[src/rtl/uart_fifo_front.sv]
module uart_fifo_front #(
  parameter int DEPTH = 16,
  parameter int OVS   = 16
) (
  input  logic       clk,
  input  logic       rst_n,
  input  logic [2:0] bus_addr,
  input  logic       bus_rd,
  input  logic       bus_wr,
  input  logic [7:0] bus_wdata,
  output logic [7:0] bus_rdata,
  input  logic       baud_tick,
  output logic       txd,
  input  logic       rxd
);
  localparam int CW = $clog2(DEPTH + 1);
  localparam int PW = $clog2(DEPTH);
  localparam int TW = $clog2(OVS);
  localparam logic [2:0] A_DATA = 3'd0;
  localparam logic [2:0] A_CTRL = 3'd2;
  localparam logic [2:0] A_STAT = 3'd5;
  localparam logic [TW-1:0] T_LAST = TW'(OVS - 1);
  localparam logic [TW-1:0] T_MID  = TW'(OVS / 2 - 1);
  localparam logic [3:0] B_STOP = 4'd9;

  function automatic logic [PW-1:0] bump(input logic [PW-1:0] p);
    return (p == PW'(DEPTH - 1)) ? '0 : p + PW'(1);
  endfunction

  logic          fifo_en;
  logic [CW-1:0] lim;
  assign lim = fifo_en ? CW'(DEPTH) : CW'(1);

  logic ctl_wr, mode_chg, rx_flush, tx_flush, thr_wr, rbr_rd, lsr_rd, ctl_unused;
  assign ctl_wr     = bus_wr && bus_addr == A_CTRL;
  assign mode_chg   = ctl_wr && (bus_wdata[0] != fifo_en);
  assign rx_flush   = ctl_wr && (bus_wdata[1] || mode_chg);
  assign tx_flush   = ctl_wr && (bus_wdata[2] || mode_chg);
  assign thr_wr     = bus_wr && bus_addr == A_DATA;
  assign rbr_rd     = bus_rd && bus_addr == A_DATA;
  assign lsr_rd     = bus_rd && bus_addr == A_STAT;
  assign ctl_unused = ^bus_wdata[7:3];

  always_ff @(posedge clk or negedge rst_n)
    if (!rst_n) fifo_en <= 1'b0;
    else if (ctl_wr) fifo_en <= bus_wdata[0];

  // ---------------- receive path ----------------
  logic [1:0] rx_sync;
  logic       rxd_s;
  assign rxd_s = rx_sync[1];

  always_ff @(posedge clk or negedge rst_n)
    if (!rst_n) rx_sync <= 2'b11;
    else rx_sync <= {rx_sync[0], rxd};

  logic          rx_busy;
  logic [TW-1:0] rx_t;
  logic [3:0]    rx_b;
  logic [7:0]    rx_sh;
  logic          rx_done, rx_push, rx_full, rx_keep, rx_pop, overrun;
  logic [CW-1:0] rx_cnt;
  logic [PW-1:0] rx_wp, rx_rp;
  logic [7:0]    rx_mem [DEPTH];

  assign rx_done = rx_busy && baud_tick && rx_t == T_MID && rx_b == B_STOP;
  assign rx_push = rx_done && rxd_s && !rx_flush;
  assign rx_full = rx_cnt >= lim;
  assign rx_keep = rx_push && !rx_full;
  assign rx_pop  = rbr_rd && rx_cnt != '0 && !rx_flush;

  always_ff @(posedge clk or negedge rst_n)
    if (!rst_n) begin
      rx_busy <= 1'b0;
      rx_t    <= '0;
      rx_b    <= '0;
      rx_sh   <= '0;
    end else if (baud_tick) begin
      if (!rx_busy) begin
        if (!rxd_s) begin
          rx_busy <= 1'b1;
          rx_t    <= '0;
          rx_b    <= '0;
        end
      end else begin
        rx_t <= (rx_t == T_LAST) ? '0 : rx_t + TW'(1);
        if (rx_t == T_LAST) rx_b <= rx_b + 4'd1;
        if (rx_t == T_MID) begin
          if (rx_b == 4'd0) begin
            if (rxd_s) rx_busy <= 1'b0;
          end else if (rx_b == B_STOP) rx_busy <= 1'b0;
          else rx_sh <= {rxd_s, rx_sh[7:1]};
        end
      end
    end

  always_ff @(posedge clk or negedge rst_n)
    if (!rst_n) begin
      rx_cnt <= '0;
      rx_wp  <= '0;
      rx_rp  <= '0;
    end else if (rx_flush) begin
      rx_cnt <= '0;
      rx_wp  <= '0;
      rx_rp  <= '0;
    end else begin
      if (rx_keep) rx_wp <= bump(rx_wp);
      if (rx_pop) rx_rp <= bump(rx_rp);
      rx_cnt <= rx_cnt + CW'(rx_keep) - CW'(rx_pop);
    end

  always_ff @(posedge clk)
    if (rx_keep) rx_mem[rx_wp] <= rx_sh;

  always_ff @(posedge clk or negedge rst_n)
    if (!rst_n) overrun <= 1'b0;
    else if (rx_push && rx_full) overrun <= 1'b1;
    else if (lsr_rd) overrun <= 1'b0;

  // ---------------- transmit path ----------------
  logic          tx_busy;
  logic [TW-1:0] tx_t;
  logic [3:0]    tx_b;
  logic [9:0]    tx_sh;
  logic          tx_end, tx_pop, tx_keep;
  logic [CW-1:0] tx_cnt;
  logic [PW-1:0] tx_wp, tx_rp;
  logic [7:0]    tx_mem [DEPTH];

  assign tx_end  = tx_busy && baud_tick && tx_t == T_LAST && tx_b == B_STOP;
  assign tx_pop  = (!tx_busy || tx_end) && tx_cnt != '0 && !tx_flush;
  assign tx_keep = thr_wr && tx_cnt < lim;

  always_ff @(posedge clk or negedge rst_n)
    if (!rst_n) begin
      tx_cnt <= '0;
      tx_wp  <= '0;
      tx_rp  <= '0;
    end else if (tx_flush) begin
      tx_cnt <= '0;
      tx_wp  <= '0;
      tx_rp  <= '0;
    end else begin
      if (tx_keep) tx_wp <= bump(tx_wp);
      if (tx_pop) tx_rp <= bump(tx_rp);
      tx_cnt <= tx_cnt + CW'(tx_keep) - CW'(tx_pop);
    end

  always_ff @(posedge clk)
    if (tx_keep) tx_mem[tx_wp] <= bus_wdata;

  always_ff @(posedge clk or negedge rst_n)
    if (!rst_n) begin
      tx_busy <= 1'b0;
      tx_t    <= '0;
      tx_b    <= '0;
      tx_sh   <= '1;
    end else if (tx_pop) begin
      tx_busy <= 1'b1;
      tx_t    <= '0;
      tx_b    <= '0;
      tx_sh   <= {1'b1, tx_mem[tx_rp], 1'b0};
    end else if (tx_end) begin
      tx_busy <= 1'b0;
    end else if (tx_busy && baud_tick) begin
      if (tx_t == T_LAST) begin
        tx_t  <= '0;
        tx_b  <= tx_b + 4'd1;
        tx_sh <= {1'b1, tx_sh[9:1]};
      end else begin
        tx_t <= tx_t + TW'(1);
      end
    end

  assign txd = tx_busy ? tx_sh[0] : 1'b1;

  // ---------------- register view ----------------
  logic [7:0] lsr;
  assign lsr = {1'b0, (tx_cnt == '0) && !tx_busy, tx_cnt == '0, 3'b000, overrun, rx_cnt != '0};

  always_comb
    case (bus_addr)
      A_DATA:  bus_rdata = rx_mem[rx_rp];
      A_STAT:  bus_rdata = lsr;
      default: bus_rdata = 8'h00;
    endcase

  // ---------------- assertions ----------------
  assert_depth_bound_R1: assert property (@(posedge clk) disable iff (!rst_n)
    (rx_cnt <= lim) && (tx_cnt <= lim));
  assert_last_read_R3: assert property (@(posedge clk) disable iff (!rst_n)
    (rbr_rd && rx_cnt == CW'(1) && !rx_push) |=> !lsr[0]);
  assert_temt_rise_R6: assert property (@(posedge clk) disable iff (!rst_n)
    (tx_end && tx_cnt == '0 && !thr_wr) |=> lsr[6]);
  assert_overrun_set_R7: assert property (@(posedge clk) disable iff (!rst_n)
    (rx_push && rx_full) |=> lsr[1]);
  assert_full_drop_R8: assert property (@(posedge clk) disable iff (!rst_n)
    (thr_wr && tx_cnt == lim) |=> tx_cnt <= $past(tx_cnt));
  assert_mode_flush_R9: assert property (@(posedge clk) disable iff (!rst_n)
    mode_chg |=> (rx_cnt == '0) && (tx_cnt == '0));
  assert_start_bit_R11: assert property (@(posedge clk) disable iff (!rst_n)
    tx_pop |=> !txd);
endmodule

[config.mk]
export PLATFORM = sky130hd
export DESIGN_NAME = uart_fifo_front
export DESIGN_NICKNAME = d
export VERILOG_FILES = /design/src/rtl/uart_fifo_front.sv
export SDC_FILE = /design/constraint.sdc
export NUM_CORES = 1
export LEC_CHECK = 0
export ABC_AREA = 0
export CAP_MARGIN = 10
export CORE_MARGIN = 2
export CORE_UTILIZATION = 53
export CTS_BUF_LIST = sky130_fd_sc_hd__clkbuf_8
export CTS_CLUSTER_SIZE = 8
export DETAILED_ROUTE_END_ITERATION = 10
export PLACE_DENSITY = 0.76
export SLEW_MARGIN = 20
export SYNTH_ARGS = -nofsm -noshare
export SYNTH_HDL_FRONTEND = slang
export SYNTH_SLANG_ARGS = --single-unit
[constraint.sdc]
create_clock -name clk -period 7.3 [get_ports clk]
set_input_delay 1.46 -clock clk [delete_from_list [all_inputs] [get_ports clk]]
set_output_delay 1.46 -clock clk [all_outputs]
set_load 0.01 [all_outputs]
==> flow_metrics.tcl, run 1 <==
set metrics [dict create \
    antenna_left 0 \
    peakVddDrop_mv 0.189 \
    dieArea_um2 26800 \
    synth_seq_cells 321 \
    synth_warnings 0 \
    die_w_um 164 \
    core_area_um2 25100 \
    path_common_cell "clkdlybuf4s50_1" \
    grt_pass1_vias 7181 \
    drive_gt1_share_pct 20.1 \
    p_leak_nw 5.32 \
    met3_length_um 954 \
    num_rows 58 \
    dp_hpwl_um 15900 \
    ys_types 56 \
    cp_top_family "buffers and inverters" \
    fill_cells 1869 \
    slowest_stage "nor3_2" \
    cts_tree "built" \
    vias 7009 \
    worstHoldStart "rx_sync[0]$_DFF_PN1_" \
    drv_cap 0 \
    dpl.cell_count 1134 \
    status "finished, final reports clean" \
    maxSlewViolCount 0 \
    cp.required_ns 5.84 \
    grt_use_total_pct 19.4 \
    preCtsSetupSlack_ns 2.00 \
    synth_area_leader_cell "edfxtp_1" \
    synthTopCellsByArea "edfxtp_1 (57%), mux4_2 (11%), dfrtp_1 (10%)" \
    crit-reg2reg-launch "rx_cnt[2]$_DFF_PN0_" \
    whs_ns 0.355 \
    worst_pin_slew_ns 1.03 \
    post-cts-setup-buffers 0 \
    clock.fmax_mhz 188 \
    hold_violations 0 \
    crit_type "in -> out" \
    syn_nets 853 \
    m1WireLength_um 11000 \
    critPathLaunchType "input port" \
    mostFrequentLayoutCells "edfxtp_1 (256), mux4_2 (68), inv_1 (66)" \
    clkTransAtPathRegs_ns 0.06 \
    grt_start_max_net_pins 66 \
    numCtsBuffers 49 \
    async_flop_share_pct 20.2 \
    layout_commonest_cell "edfxtp_1" \
    start_util_pct 53.9 \
    clock_latency_ns 0.59 \
    viasPerCell 5.72 \
    root_buffer "clkbuf_8" \
    clock_sinks 321 \
    dr.pass1.iters 5 \
    rsz0062_at_grt "no" \
    nets 910 \
    wirelength_um 24900 \
    die_h_um 164 \
    min_period_over_period_pct 73.0 \
    area_delta_synth_final_pct 11.6 \
    setup_slack_ns 1.97 \
    crit_start "bus_addr[0]" \
    grt_pass1_wl_um 39700 \
    post_cts_resized 0 \
    antenna_found_initial 0 \
    wl_met2_um 12500 \
    top_layer_used "met4" \
    cp-end-kind "primary output" \
    wl_per_cell_um 20.3 \
    io_buffers 25 \
    synth_seq_area_share_pct 69.0 \
    holdBufCountCts 0 \
    crit_buf_inv 2 \
    htreeDepth 2 \
    syn-cell-area_um2 13500 \
    gp_congestion 0.834 \
    synth-main-ff-cell "edfxtp_1" \
    final_core_util_pct 60.1 \
    cp_cell_sequence "clkdlybuf4s50_1 > nor3_2 > nand2_1 > o22a_1 > o21ai_0 > clkdlybuf4s50_1" \
    fin_crit_ns 5.33 \
    setup_viol 0 \
    crit_path_max_incr_delay_ns 0.65 \
    hp-class "reg -> reg" \
    synth-edff-count 256 \
    first_iter_violations 549 \
    critPathMaxFanout 9 \
    synth_cells 798 \
    clock_skew_ns 0.0408 \
    max-slew-margin-rel_pct 30.8 \
    num_io_pins 26 \
    power_density_nw_per_um2 286 \
    clockBufferDepth 3 \
    num_antenna_cells 0 \
    overflow 0 \
    route.detailed.drc 0 \
    crit_arrival_ns 3.87 \
    fin_setup_tns_ns 0 \
    avgSynthCellArea_um2 16.9 \
    synth_top_cell_area_share_pct 56.9 \
    final_cells 1226 \
]
==> area by class of cell <==
type                       count  area (um2)  share of cell area (%)
clock buffer                  55         757                    5.02
clock inverter                37         195                    1.29
inverter                      35         131                   0.871
multi-input combinational    409        3910                    25.9
sequential                   321        9330                    61.8
tap                          330         413                    2.74
timing repair buffer          39         350                    2.32
==> Yosys cell counts, types with 11 or more instances <==
library cell,n
nand2_1,28
mux4_2,68
clkbuf_1,13
edfxtp_1,256
dfstp_2,11
mux2_2,15
nor2_1,57
nand3_1,15
ha_1,36
inv_1,34
a22oi_1,17
a21oi_1,16
a31oi_1,11
buf_2,12
o21ai_0,22
dfrtp_1,54
==> sequential cells by signal, indices dropped and copies added, names as in the netlist, 4 cells and up <==
name,cells
rx_mem,128
rx_t,4
rx_sh,8
tx_wp,4
tx_cnt,5
tx_mem,128
rx_wp,4
tx_sh,9
tx_rp,4
tx_t,4
tx_b,4
rx_rp,4
rx_b,4
rx_cnt,5
==> through the flow <==
stage	total power (W)	instance area, um2
finish	0.00431	15100
global route	0.00453	15100
CTS	0.00435	15100
detailed placement	0.00297	14100
global placement	0.00294	14100
floorplan	0.00279	13500
==> worst paths after layout <==
kind | to | slack [ns] | cells after the start
setup / recovery | bus_rdata[6] | 1.97 | 6
hold / removal | rx_sync[1]$_DFF_PN1_ | 0.36 | 0
setup reg to reg | rx_cnt[4]$_DFF_PN0_ | 4.26 | 14
hold reg to reg | rx_sync[1]$_DFF_PN1_ | 0.36 | 0
max in group asynchronous | rx_rp[0]$_DFFE_PN0P_ | 5.57 | 2
min in group asynchronous | rx_sh[6]$_DFFE_PN0P_ | 1.09 | 2
==> worst register-to-register path, delay by kind of cell (launching register included) <==
| family | cells | cell delay, ns |
|---|---|---|
| flip-flops | 1 | 0.37 |
| AO/OA/AOI/OAI | 1 | 0.15 |
| buffers and inverters | 3 | 0.23 |
| adder cells (fa/ha/maj) | 4 | 1.06 |
| XOR/XNOR | 1 | 0.13 |
| AND/OR/NAND/NOR | 5 | 0.98 |
==> cells by family after synthesis <==
family | share of synthesized area (%)
AO/OA/AOI/OAI | 4.86
XOR/XNOR | 0.972
adder cells (fa/ha/maj) | 3.63
buffers and inverters | 2.11
flip-flops | 69.0
multiplexers | 13.3
AND/OR/NAND/NOR | 6.13
==> layer usage <==
layer	up-vias	GRT usage [%]
li1	3234	-
met1	3590	27.0
met2	152	32.2
met3	33	3.18
met4	0	5.26
met5	-	0
==> power breakdown <==
group          switching (W)  internal [W]  total, W
clock network       0.000660      0.000728   0.00139
logic               0.000348      0.000336  0.000684
registers           0.000148       0.00209   0.00224
total                0.00116       0.00316   0.00431
No activity file was read; power rests on OpenSTA's default activity.
==> run 2: changes to the inputs <==
Clock period 7.3 ns to 5.5 ns, I/O delays scaled along.
==> flow_metrics.tcl, run 2 (synthesis gave the netlist of run 1 again) <==
set metrics [dict create \
    io_buffers 25 \
    status "finished, final reports clean" \
    die_w_um 164 \
    holdBufCountCts 0 \
    crit-reg2reg-launch "tx_b[1]$_DFFE_PN0P_" \
    critPathLaunchType "register" \
    post_cts_resized 0 \
    worstHoldPathCells 0 \
    worstRegToRegCells 15 \
    vias 7125 \
    route.detailed.drc 0 \
    rsz0062_at_grt "no" \
    viasPerCell 5.79 \
    antenna_left 0 \
    wl_per_cell_um 20.6 \
    fill_cells 1846 \
    nets 914 \
    overflow 0 \
    fin_crit_ns 4.50 \
    final_core_util_pct 60.1 \
    hp-class "reg -> reg" \
    dr.pass1.iters 5 \
    grt_start_max_net_pins 44 \
    hold_violations 0 \
    reg_top3 "rx_mem: 128 flops, tx_mem: 128 flops, tx_sh: 9 flops" \
    crit_arrival_ns 3.40 \
    grt_pass1_vias 7080 \
    max-slew-margin-rel_pct 34.1 \
    r2r_setup_slack_ns 2.35 \
    holdPathEnd "rx_sync[1]$_DFF_PN1_" \
    cp-end-kind "primary output" \
    drv_cap 0 \
    power_density_nw_per_um2 379 \
    num_rows 58 \
    clock_sinks 321 \
    num_io_pins 26 \
    whs_ns 0.361 \
    timing.rr.end "tx_cnt[4]$_DFF_PN0_" \
    drive_gt1_share_pct 20.3 \
    root_buffer "clkbuf_8" \
    cp.required_ns 4.40 \
    grt_pass1_wl_um 39800 \
    maxSlewViolCount 0 \
    critPathMaxFanout 28 \
    min_period_over_period_pct 81.8 \
    start_util_pct 53.9 \
    first_iter_violations 699 \
    clock_latency_ns 0.59 \
    clock.fmax_mhz 222 \
    wirelength_um 25400 \
    area_delta_synth_final_pct 11.7 \
    clkTransAtPathRegs_ns 0.06 \
    die_h_um 164 \
    worst_pin_slew_ns 0.982 \
    num_antenna_cells 0 \
    antenna_found_initial 0 \
    dieArea_um2 26800 \
    mostFrequentLayoutCells "edfxtp_1 (256), mux4_2 (68), inv_1 (63)" \
    htreeDepth 2 \
    crit_type "reg -> out" \
    dp_hpwl_um 16200 \
    cts_tree "built" \
    post-cts-setup-buffers 0 \
    layout_commonest_cell "edfxtp_1" \
    worstHoldStart "rx_sync[0]$_DFF_PN1_" \
    peakVddDrop_mv 0.238 \
    numCtsBuffers 50 \
    grt_use_total_pct 19.6 \
    clockBufferDepth 3 \
    gp_congestion 0.819 \
    clock_skew_ns 0.0494 \
    fin_setup_tns_ns 0 \
    setup_viol 0 \
    core_area_um2 25100 \
    p_leak_nw 5.32 \
]
## run 2: how the worst max path moves through the flow
stage               slack [ns]  cells after the start                  from             endpoint
floorplan                 1.93                     14           bus_addr[2]  tx_cnt[4]$_DFF_PN0_
global placement          1.17                      7           bus_addr[0]         bus_rdata[6]
detailed placement        1.11                      7           bus_addr[0]         bus_rdata[6]
CTS                       0.94                      6  rx_rp[0]$_DFFE_PN0P_         bus_rdata[6]
global route              0.85                      6  rx_rp[0]$_DFFE_PN0P_         bus_rdata[6]
finish                    1.00                      6  rx_rp[0]$_DFFE_PN0P_         bus_rdata[6]
## run 2: stage by stage
step / cells / worst slack [ns] / power, W / instance area (um2)
3_3_place_gp: 1137 / 1.17 / 0.00392 / 14200
5_1_grt: 1231 / 0.847 / 0.00602 / 15100
2_1_floorplan: 798 / 1.93 / 0.00370 / 13500
6_report: 1231 / 1.00 / 0.00573 / 15100
3_5_place_dp: 1137 / 1.11 / 0.00395 / 14200
4_1_cts: 1231 / 0.941 / 0.00577 / 15100
## run 2: area by class of cell
type,instances,area [um2],share of cell area [%]
sequential,321,9330,61.8
multi-input combinational,409,3910,25.9
clock buffer,56,771,5.10
tap,330,413,2.73
timing repair buffer,42,375,2.49
clock inverter,38,171,1.14
inverter,35,131,0.870
## run 2: critical path: stages (launching register included)
cell             delay, ns
dfrtp_2               0.51
buf_4                 0.53
mux4_2                0.59
mux2i_1               0.27
o22a_1                0.19
o21ai_0               0.18
clkdlybuf4s50_1       0.54
## run 2: metal layers
layer / routed length (um) / vias up / track usage (%) / share of wire (%)
met4: 538 / 0 / 6.06 / 2.1
met2: 12800 / 220 / 32.4 / 51
li1: - / 3249 / - / -
met5: 0 / - / 0 / 0
met1: 10600 / 3606 / 26.7 / 42
met3: 1360 / 50 / 3.64 / 5.4
## run 2: where the power goes
group / switching, W / total [W] / leakage [nW] / internal (W)
logic: 0.000481 / 0.000928 / 1.62 / 0.000447
registers: 0.000191 / 0.00297 / 3.10 / 0.00278
clock network: 0.000891 / 0.00183 / 0.589 / 0.000937
